File: src/rtl/pwm_voice_pkg.sv
package pwm_voice_pkg;
  typedef enum logic [0:0] {
    WAVE_SQUARE = 1'b0,
    WAVE_RAMP   = 1'b1
  } wave_e;
endpackage

File: src/rtl/pwm_voice_carrier.sv
module pwm_voice_carrier #(
  parameter int PWM_W   = 8,
  parameter int PWM_MAX = 255
) (
  input  logic             clk_i,
  input  logic             rst_ni,
  output logic [PWM_W-1:0] cnt_o,
  output logic             wrap_o
);
  localparam logic [PWM_W-1:0] LAST = PWM_W'(PWM_MAX - 1);

  logic [PWM_W-1:0] cnt_q;

  always_ff @(posedge clk_i or negedge rst_ni) begin
    if (!rst_ni)     cnt_q <= '0;
    else if (wrap_o) cnt_q <= '0;
    else             cnt_q <= cnt_q + 1'b1;
  end

  assign wrap_o = (cnt_q == LAST);
  assign cnt_o  = cnt_q;

  AST_CNT_RANGE: assert property (@(posedge clk_i) disable iff (!rst_ni)
    cnt_q <= LAST);
  AST_WRAP_ZERO: assert property (@(posedge clk_i) disable iff (!rst_ni)
    wrap_o |=> (cnt_q == '0));
endmodule

File: src/rtl/pwm_voice_phase.sv
module pwm_voice_phase #(
  parameter int FREQ_W  = 12,
  parameter int PHASE_W = 16
) (
  input  logic               clk_i,
  input  logic               rst_ni,
  input  logic               step_i,
  input  logic [FREQ_W-1:0]  freq_i,
  output logic [PHASE_W-1:0] phase_next_o
);
  logic [PHASE_W-1:0] phase_q;

  // wraps modulo 2**PHASE_W
  assign phase_next_o = phase_q + PHASE_W'(freq_i);

  always_ff @(posedge clk_i or negedge rst_ni) begin
    if (!rst_ni)     phase_q <= '0;
    else if (step_i) phase_q <= phase_next_o;
  end

  AST_PHASE_HOLD: assert property (@(posedge clk_i) disable iff (!rst_ni)
    !step_i |=> $stable(phase_q));
endmodule

File: src/rtl/pwm_voice_chan.sv
module pwm_voice_chan
  import pwm_voice_pkg::*;
#(
  parameter wave_e WAVE    = WAVE_SQUARE,
  parameter int    PHASE_W = 16,
  parameter int    PWM_W   = 8
) (
  input  logic               clk_i,
  input  logic               rst_ni,
  input  logic               step_i,
  input  logic [PHASE_W-1:0] phase_i,
  input  logic [PWM_W-1:0]   env_i,
  input  logic [PWM_W-1:0]   cnt_i,
  output logic               pwm_o
);
  logic [PWM_W-1:0] shaped;
  logic [PWM_W-1:0] sample_q;

  generate
    if (WAVE == WAVE_SQUARE) begin : g_square
      assign shaped = phase_i[PHASE_W-1] ? env_i : '0;
    end else begin : g_ramp
      assign shaped = phase_i[PHASE_W-1 -: PWM_W];
    end
  endgenerate

  // duty only changes at carrier wrap
  always_ff @(posedge clk_i or negedge rst_ni) begin
    if (!rst_ni)     sample_q <= '0;
    else if (step_i) sample_q <= shaped;
  end

  assign pwm_o = (cnt_i < sample_q);

  AST_SAMPLE_HOLD: assert property (@(posedge clk_i) disable iff (!rst_ni)
    !step_i |=> $stable(sample_q));
  AST_ZERO_LOW: assert property (@(posedge clk_i) disable iff (!rst_ni)
    (sample_q == '0) |-> !pwm_o);
  AST_FULL_HIGH: assert property (@(posedge clk_i) disable iff (!rst_ni)
    (sample_q == '1) |-> pwm_o);
endmodule

File: src/rtl/pwm_voice.sv
module pwm_voice
  import pwm_voice_pkg::*;
#(
  parameter int FREQ_W  = 12,
  parameter int PHASE_W = 16,
  parameter int PWM_W   = 8,
  parameter int PWM_MAX = 255
) (
  input  logic              clk_i,
  input  logic              rst_ni,
  input  logic [FREQ_W-1:0] freq_i,
  input  logic [PWM_W-1:0]  env_i,
  output logic              pwm_sq_o,
  output logic              pwm_ramp_o
);
  localparam int N_CH = 2;

  logic [PWM_W-1:0]   cnt;
  logic               wrap;
  logic [PHASE_W-1:0] phase_next;
  logic [N_CH-1:0]    pwm;

  pwm_voice_carrier #(
    .PWM_W  (PWM_W),
    .PWM_MAX(PWM_MAX)
  ) u_carrier (
    .clk_i (clk_i),
    .rst_ni(rst_ni),
    .cnt_o (cnt),
    .wrap_o(wrap)
  );

  pwm_voice_phase #(
    .FREQ_W (FREQ_W),
    .PHASE_W(PHASE_W)
  ) u_phase (
    .clk_i       (clk_i),
    .rst_ni      (rst_ni),
    .step_i      (wrap),
    .freq_i      (freq_i),
    .phase_next_o(phase_next)
  );

  for (genvar ch = 0; ch < N_CH; ch++) begin : g_ch
    localparam wave_e KIND = (ch == 0) ? WAVE_SQUARE : WAVE_RAMP;
    pwm_voice_chan #(
      .WAVE   (KIND),
      .PHASE_W(PHASE_W),
      .PWM_W  (PWM_W)
    ) u_chan (
      .clk_i  (clk_i),
      .rst_ni (rst_ni),
      .step_i (wrap),
      .phase_i(phase_next),
      .env_i  (env_i),
      .cnt_i  (cnt),
      .pwm_o  (pwm[ch])
    );
  end

  assign pwm_sq_o   = pwm[0];
  assign pwm_ramp_o = pwm[1];

  AST_PERIOD_OPENS_LOW: assert property (@(posedge clk_i) disable iff (!rst_ni)
    (wrap && !phase_next[PHASE_W-1]) |=> !pwm_sq_o);
endmodule

File: config.mk
export PLATFORM = sky130hd
export DESIGN_NAME = pwm_voice
export DESIGN_NICKNAME = d
export VERILOG_FILES = /design/src/rtl/pwm_voice_pkg.sv /design/src/rtl/pwm_voice_carrier.sv /design/src/rtl/pwm_voice_phase.sv /design/src/rtl/pwm_voice_chan.sv /design/src/rtl/pwm_voice.sv
export SDC_FILE = /design/constraint.sdc
export NUM_CORES = 1
export LEC_CHECK = 0
export ABC_AREA = 1
export ABC_CLOCK_PERIOD_IN_PS = 1900
export CAP_MARGIN = 25
export CELL_PAD_IN_SITES_DETAIL_PLACEMENT = 1
export CELL_PAD_IN_SITES_GLOBAL_PLACEMENT = 2
export CORE_UTILIZATION = 33
export DETAILED_ROUTE_END_ITERATION = 16
export DONT_BUFFER_PORTS = 1
export GPL_TIMING_DRIVEN = 1
export PLACE_DENSITY = 0.84
export SYNTH_ARGS = -nofsm -noshare
export SYNTH_HDL_FRONTEND = slang
export SYNTH_SLANG_ARGS = --single-unit
File: constraint.sdc
create_clock -name clk_i -period 1.9 [get_ports clk_i]
set_clock_uncertainty 0.05 [all_clocks]
set_input_delay 0.095 -clock clk_i [delete_from_list [all_inputs] [get_ports clk_i]]
set_output_delay 0.095 -clock clk_i [all_outputs]
set_load 0.01 [all_outputs]
==> results summary <==
The distinct cell type count of the synthesized netlist is 32. The arrival time at the worst endpoint is 1670 ps. The total length of routed wires came out at 6.03 mm. By startpoint and endpoint, the worst setup path is classified as reg2out. The number of antenna violations at the first check in global routing came out at 0. In the final design database the tool counted 390 nets.

Setup repair after global routing left no endpoint under its margin. In the final routed layout, each cell accounts on average for 13.8 um. The total global routing track utilization is 0.175.

The worst register-to-register path ends at u_phase.phase_q[12]. The share of the Yosys chip area taken by registers is 0.346. The CTS clock-pin slew for the worst setup and hold paths is 80 ps. 0 antenna diodes ended up in the layout.

The met1 global-route usage is 0.226. The area of placed instances is 0.00248 mm2. The reported leakage power is 1.42 nW. The aggregate global routing overflow came out at 0.

Among all stages on the critical path, the largest delay is contributed by sky130_fd_sc_hd__dfrtp_1. The placer congestion estimate is 0.735. The compound-gate portion of the synthesized area was 0.116. The setup slack of the critical path after layout is 89.3 ps. In this run the worst hold path is classified as in2reg. In this run the tightest slew margin relative to its limit is 0.755. The post-synthesis adder-cell area fraction is 0.160. The slack of the worst reg-to-reg path is 120 ps.

The number of cells traversed by the worst hold path is 3. The number of rows created at floorplan is 30. The required time at the endpoint of the critical path is 1750 ps.

The power per cell area is 521 mW/mm2. Among all flip-flop cells after synthesis, the most frequent one is sky130_fd_sc_hd__dfrtp_1. The share of post-route cells with drive strength above 1 came out at 0.132. The die area came out at 0.00735 mm2. Across all hold checks on the routed design, the worst slack comes to 83.3 ps.

The global-route met3 utilization came out at 0.0298. 24 I/O pins were placed. The routed layout has 2,095 vias. The number of fill cells came out at 853.

The routing usage on met2 is 0.296. The startpoint identified for the worst register-to-register timing path is u_phase.phase_q[0]. The launching element type of the critical path is a flip-flop. The number of synthesized register bits came out at 32. The maximum number of pins on one net before global-route repair is 33. The per-cell via count in the routed design is 4.81.

The worst voltage drop across the vdd grid came out at 272 uV. The cell count after synthesis is 315. The count of buffers from port buffering came out at 0. The worst setup path is captured at a primary output. The area share of and/or/nand/nor cells after synthesis came out at 0.286. The number of detailed-route iterations in the first pass came out at 4. Derived from the worst setup path, the maximum achievable clock frequency is 552 MHz. The synthesized net count came out at 366. The remaining routing DRC violations is 0. The number of buffers created by CTS came out at 5. The initial utilization of the core area, before any placement, comes to 0.341. In the finished design, the share of the clock period the worst path needs comes to 0.953. The vertical die dimension is 85.7 um. The final max-slew violation count came to 0. The worst-path maximum fanout is 5. The endpoint of the worst hold-timing path is u_phase.phase_q[6].

The total clock sinks is 32. The run finished with clean final reports. The root buffer cell chosen for the clock tree is sky130_fd_sc_hd__clkbuf_8. No sink is reached through more buffers than the 2 on the longest clock path. The number of maximum-capacitance constraint violations is 0. The startpoint identified for the worst hold timing path is freq_i[6].

The area overhead of the layout relative to synthesis came out at 21.8%. The number of synthesized flops with an enable pin came out at 0. At the end of the flow the core is filled with cells to 0.415. The number of cells on the worst reg-to-reg path is 12. The number of warnings printed during yosys synthesis is 0.

The main combinational cell family by area after synthesis is simple AND/OR/NAND/NOR gates. The synthesized area divided by synthesized cell count is 7.34 um2. The count of nets left with antenna violations once routing finished came out at 0. The signal on the critical path passes through ha_1, a21boi_0, o211ai_1, nand2_1, a21oi_2. The count of non-filler cells in the finished layout came out at 436. The most utilized layer in the global route result is met2. The cell count after placement is 416. The region available for standard cell placement spans 0.00679 mm2.

In this run the cell area of the synthesized design comes to 0.00231 mm2. Summed over all nets, the half-perimeter wirelength after detailed placement is 4.45 mm. The via count of the first global-routing pass came out at 2,115. The TritonCTS clock tree is built.

The largest single stage delay on the critical path is 440 ps. Of the total synthesized cell area, the portion taken by XOR and XNOR cells is 0.0189. Setup violations remaining at the end of the flow were counted as 0. The insertion delay to the later sink of the worst-skew pair came out at 290 ps. The number of endpoints with negative hold slack in the final report is 0. The clock period could shrink to 1810 ps. The setup TNS came out at 0 ps. Summing all non-filler instances in the final layout gives an area of 0.00282 mm2.

In this run, the number of DRC markers left after iteration 0 of detailed routing was 77. The first global-routing pass estimated 9.98 mm of wire. The async set-or-reset flop fraction in the synthesized netlist is 1.00. The maximum level of the CTS H-tree came out at 2. Measured along the x axis, the die boundary spans 85.7 um. The slew at the pin closest to its max-slew limit is 363 ps. The multiplexer area fraction after synthesis came out at 0.

Tracing the worst setup path back leads to its startpoint at u_carrier.cnt_o[1]. Before CTS, the worst setup slack after placement is -29.1 ps. The power after layout is 1.47 mW.
routing by layer:
layer  vias up  routed length (um)
met1       996                2890
met4         0                  98
met3         8                 112
met5         -                   0
li1       1067                   -
met2        24                2920
state kept, by name, summed over array words and instances, names as in the netlist:
name and flops:
g_ch.u_chan.sample_q 8, u_carrier.cnt_o 8, u_phase.phase_q 16
what timing repair did:
| item | CTS | global route |
|---|---|---|
| pin swaps | 0 | 2 |
| setup buffers | 0 | 1 |
| setup endpoints to repair | 2 | 13 |
| hold buffers | 11 | 0 |
| hold endpoints to repair | 41 | 0 |
| resized for setup | 2 | 14 |
cell usage after synthesis (2+ instances only):
master                      n  area share
sky130_fd_sc_hd__a21oi_1   18       0.039
sky130_fd_sc_hd__a21oi_2    3       0.011
sky130_fd_sc_hd__a31oi_1    2      0.0054
sky130_fd_sc_hd__buf_2      3      0.0065
sky130_fd_sc_hd__dfrtp_1   32        0.35
sky130_fd_sc_hd__ha_1      28        0.15
sky130_fd_sc_hd__inv_1     36       0.058
sky130_fd_sc_hd__nand2_1   98        0.16
sky130_fd_sc_hd__nand2_2    2      0.0054
sky130_fd_sc_hd__nand3_1   21       0.045
sky130_fd_sc_hd__nor2_1    27       0.044
sky130_fd_sc_hd__nor3_1     4      0.0087
sky130_fd_sc_hd__o21ai_0   16       0.035
sky130_fd_sc_hd__o21ai_1    3      0.0065
sky130_fd_sc_hd__o21bai_1   2      0.0065
sky130_fd_sc_hd__xnor2_1    4       0.015
critical path, delay by kind of cell (launching register included):
family | cells | cell delay [ps]
compound gates | 3 | 520
flops | 1 | 440
fa+ha+maj | 1 | 300
simple gates | 1 | 110
how the worst max path moves through the flow:
stage	endpoint	slack [ps]	depth (start not counted)
after global routing	g_ch[0].u_chan.sample_q[4]	4	11
after global placement	u_phase.phase_q[14]	60	12
after floorplan	u_phase.phase_q[12]	100	12
final	pwm_ramp_o	90	5
after detailed placement	u_phase.phase_q[12]	-30	12
after CTS	pwm_ramp_o	30	5
final cells by class:
| cell class | instances | area (um2) | area share |
|---|---|---|---|
| well taps | 96 | 120 | 0.0426 |
| clock inverters | 2 | 15.0 | 0.00533 |
| repair buffers | 22 | 203 | 0.0719 |
| multi-input cells | 240 | 1450 | 0.516 |
| clock buffers | 6 | 82.6 | 0.0293 |
| flip-flops and latches | 32 | 801 | 0.284 |
| inverters | 38 | 143 | 0.0506 |
cell usage in the layout (no fill, tap or decap), types with 2 or more instances in the layout:
master                          count
sky130_fd_sc_hd__dlygate4sd3_1     10
sky130_fd_sc_hd__nor2_1            27
sky130_fd_sc_hd__a31oi_1            2
sky130_fd_sc_hd__nand3_1           21
sky130_fd_sc_hd__ha_1              20
sky130_fd_sc_hd__dfrtp_1           32
sky130_fd_sc_hd__nor3_1             4
sky130_fd_sc_hd__a21oi_2            4
sky130_fd_sc_hd__nand2_2            6
sky130_fd_sc_hd__ha_4               7
sky130_fd_sc_hd__nand2_1           94
sky130_fd_sc_hd__o21ai_1            2
sky130_fd_sc_hd__clkinvlp_4         2
sky130_fd_sc_hd__clkbuf_8           6
sky130_fd_sc_hd__o21ai_0           16
sky130_fd_sc_hd__o21bai_1           2
sky130_fd_sc_hd__xnor2_1            4
sky130_fd_sc_hd__buf_4             11
sky130_fd_sc_hd__a21oi_1           17
sky130_fd_sc_hd__inv_1             36
power by group:
part | internal, mW | total, mW | switching, mW
Sequential | 0.680 | 0.680 | 0
Combinational | 0.0904 | 0.190 | 0.100
Clock | 0.294 | 0.597 | 0.303
logic make-up (layout without fill, tap and decap cells):
kind of cell,Yosys count,count (layout)
AO/OA/AOI/OAI,48,48
XOR/XNOR,5,5
adder cells (fa/ha/maj),29,29
flip-flops,32,32
buffers and inverters,43,68
AND/OR/NAND/NOR,158,158
No activity file was read; power rests on OpenSTA's default activity.
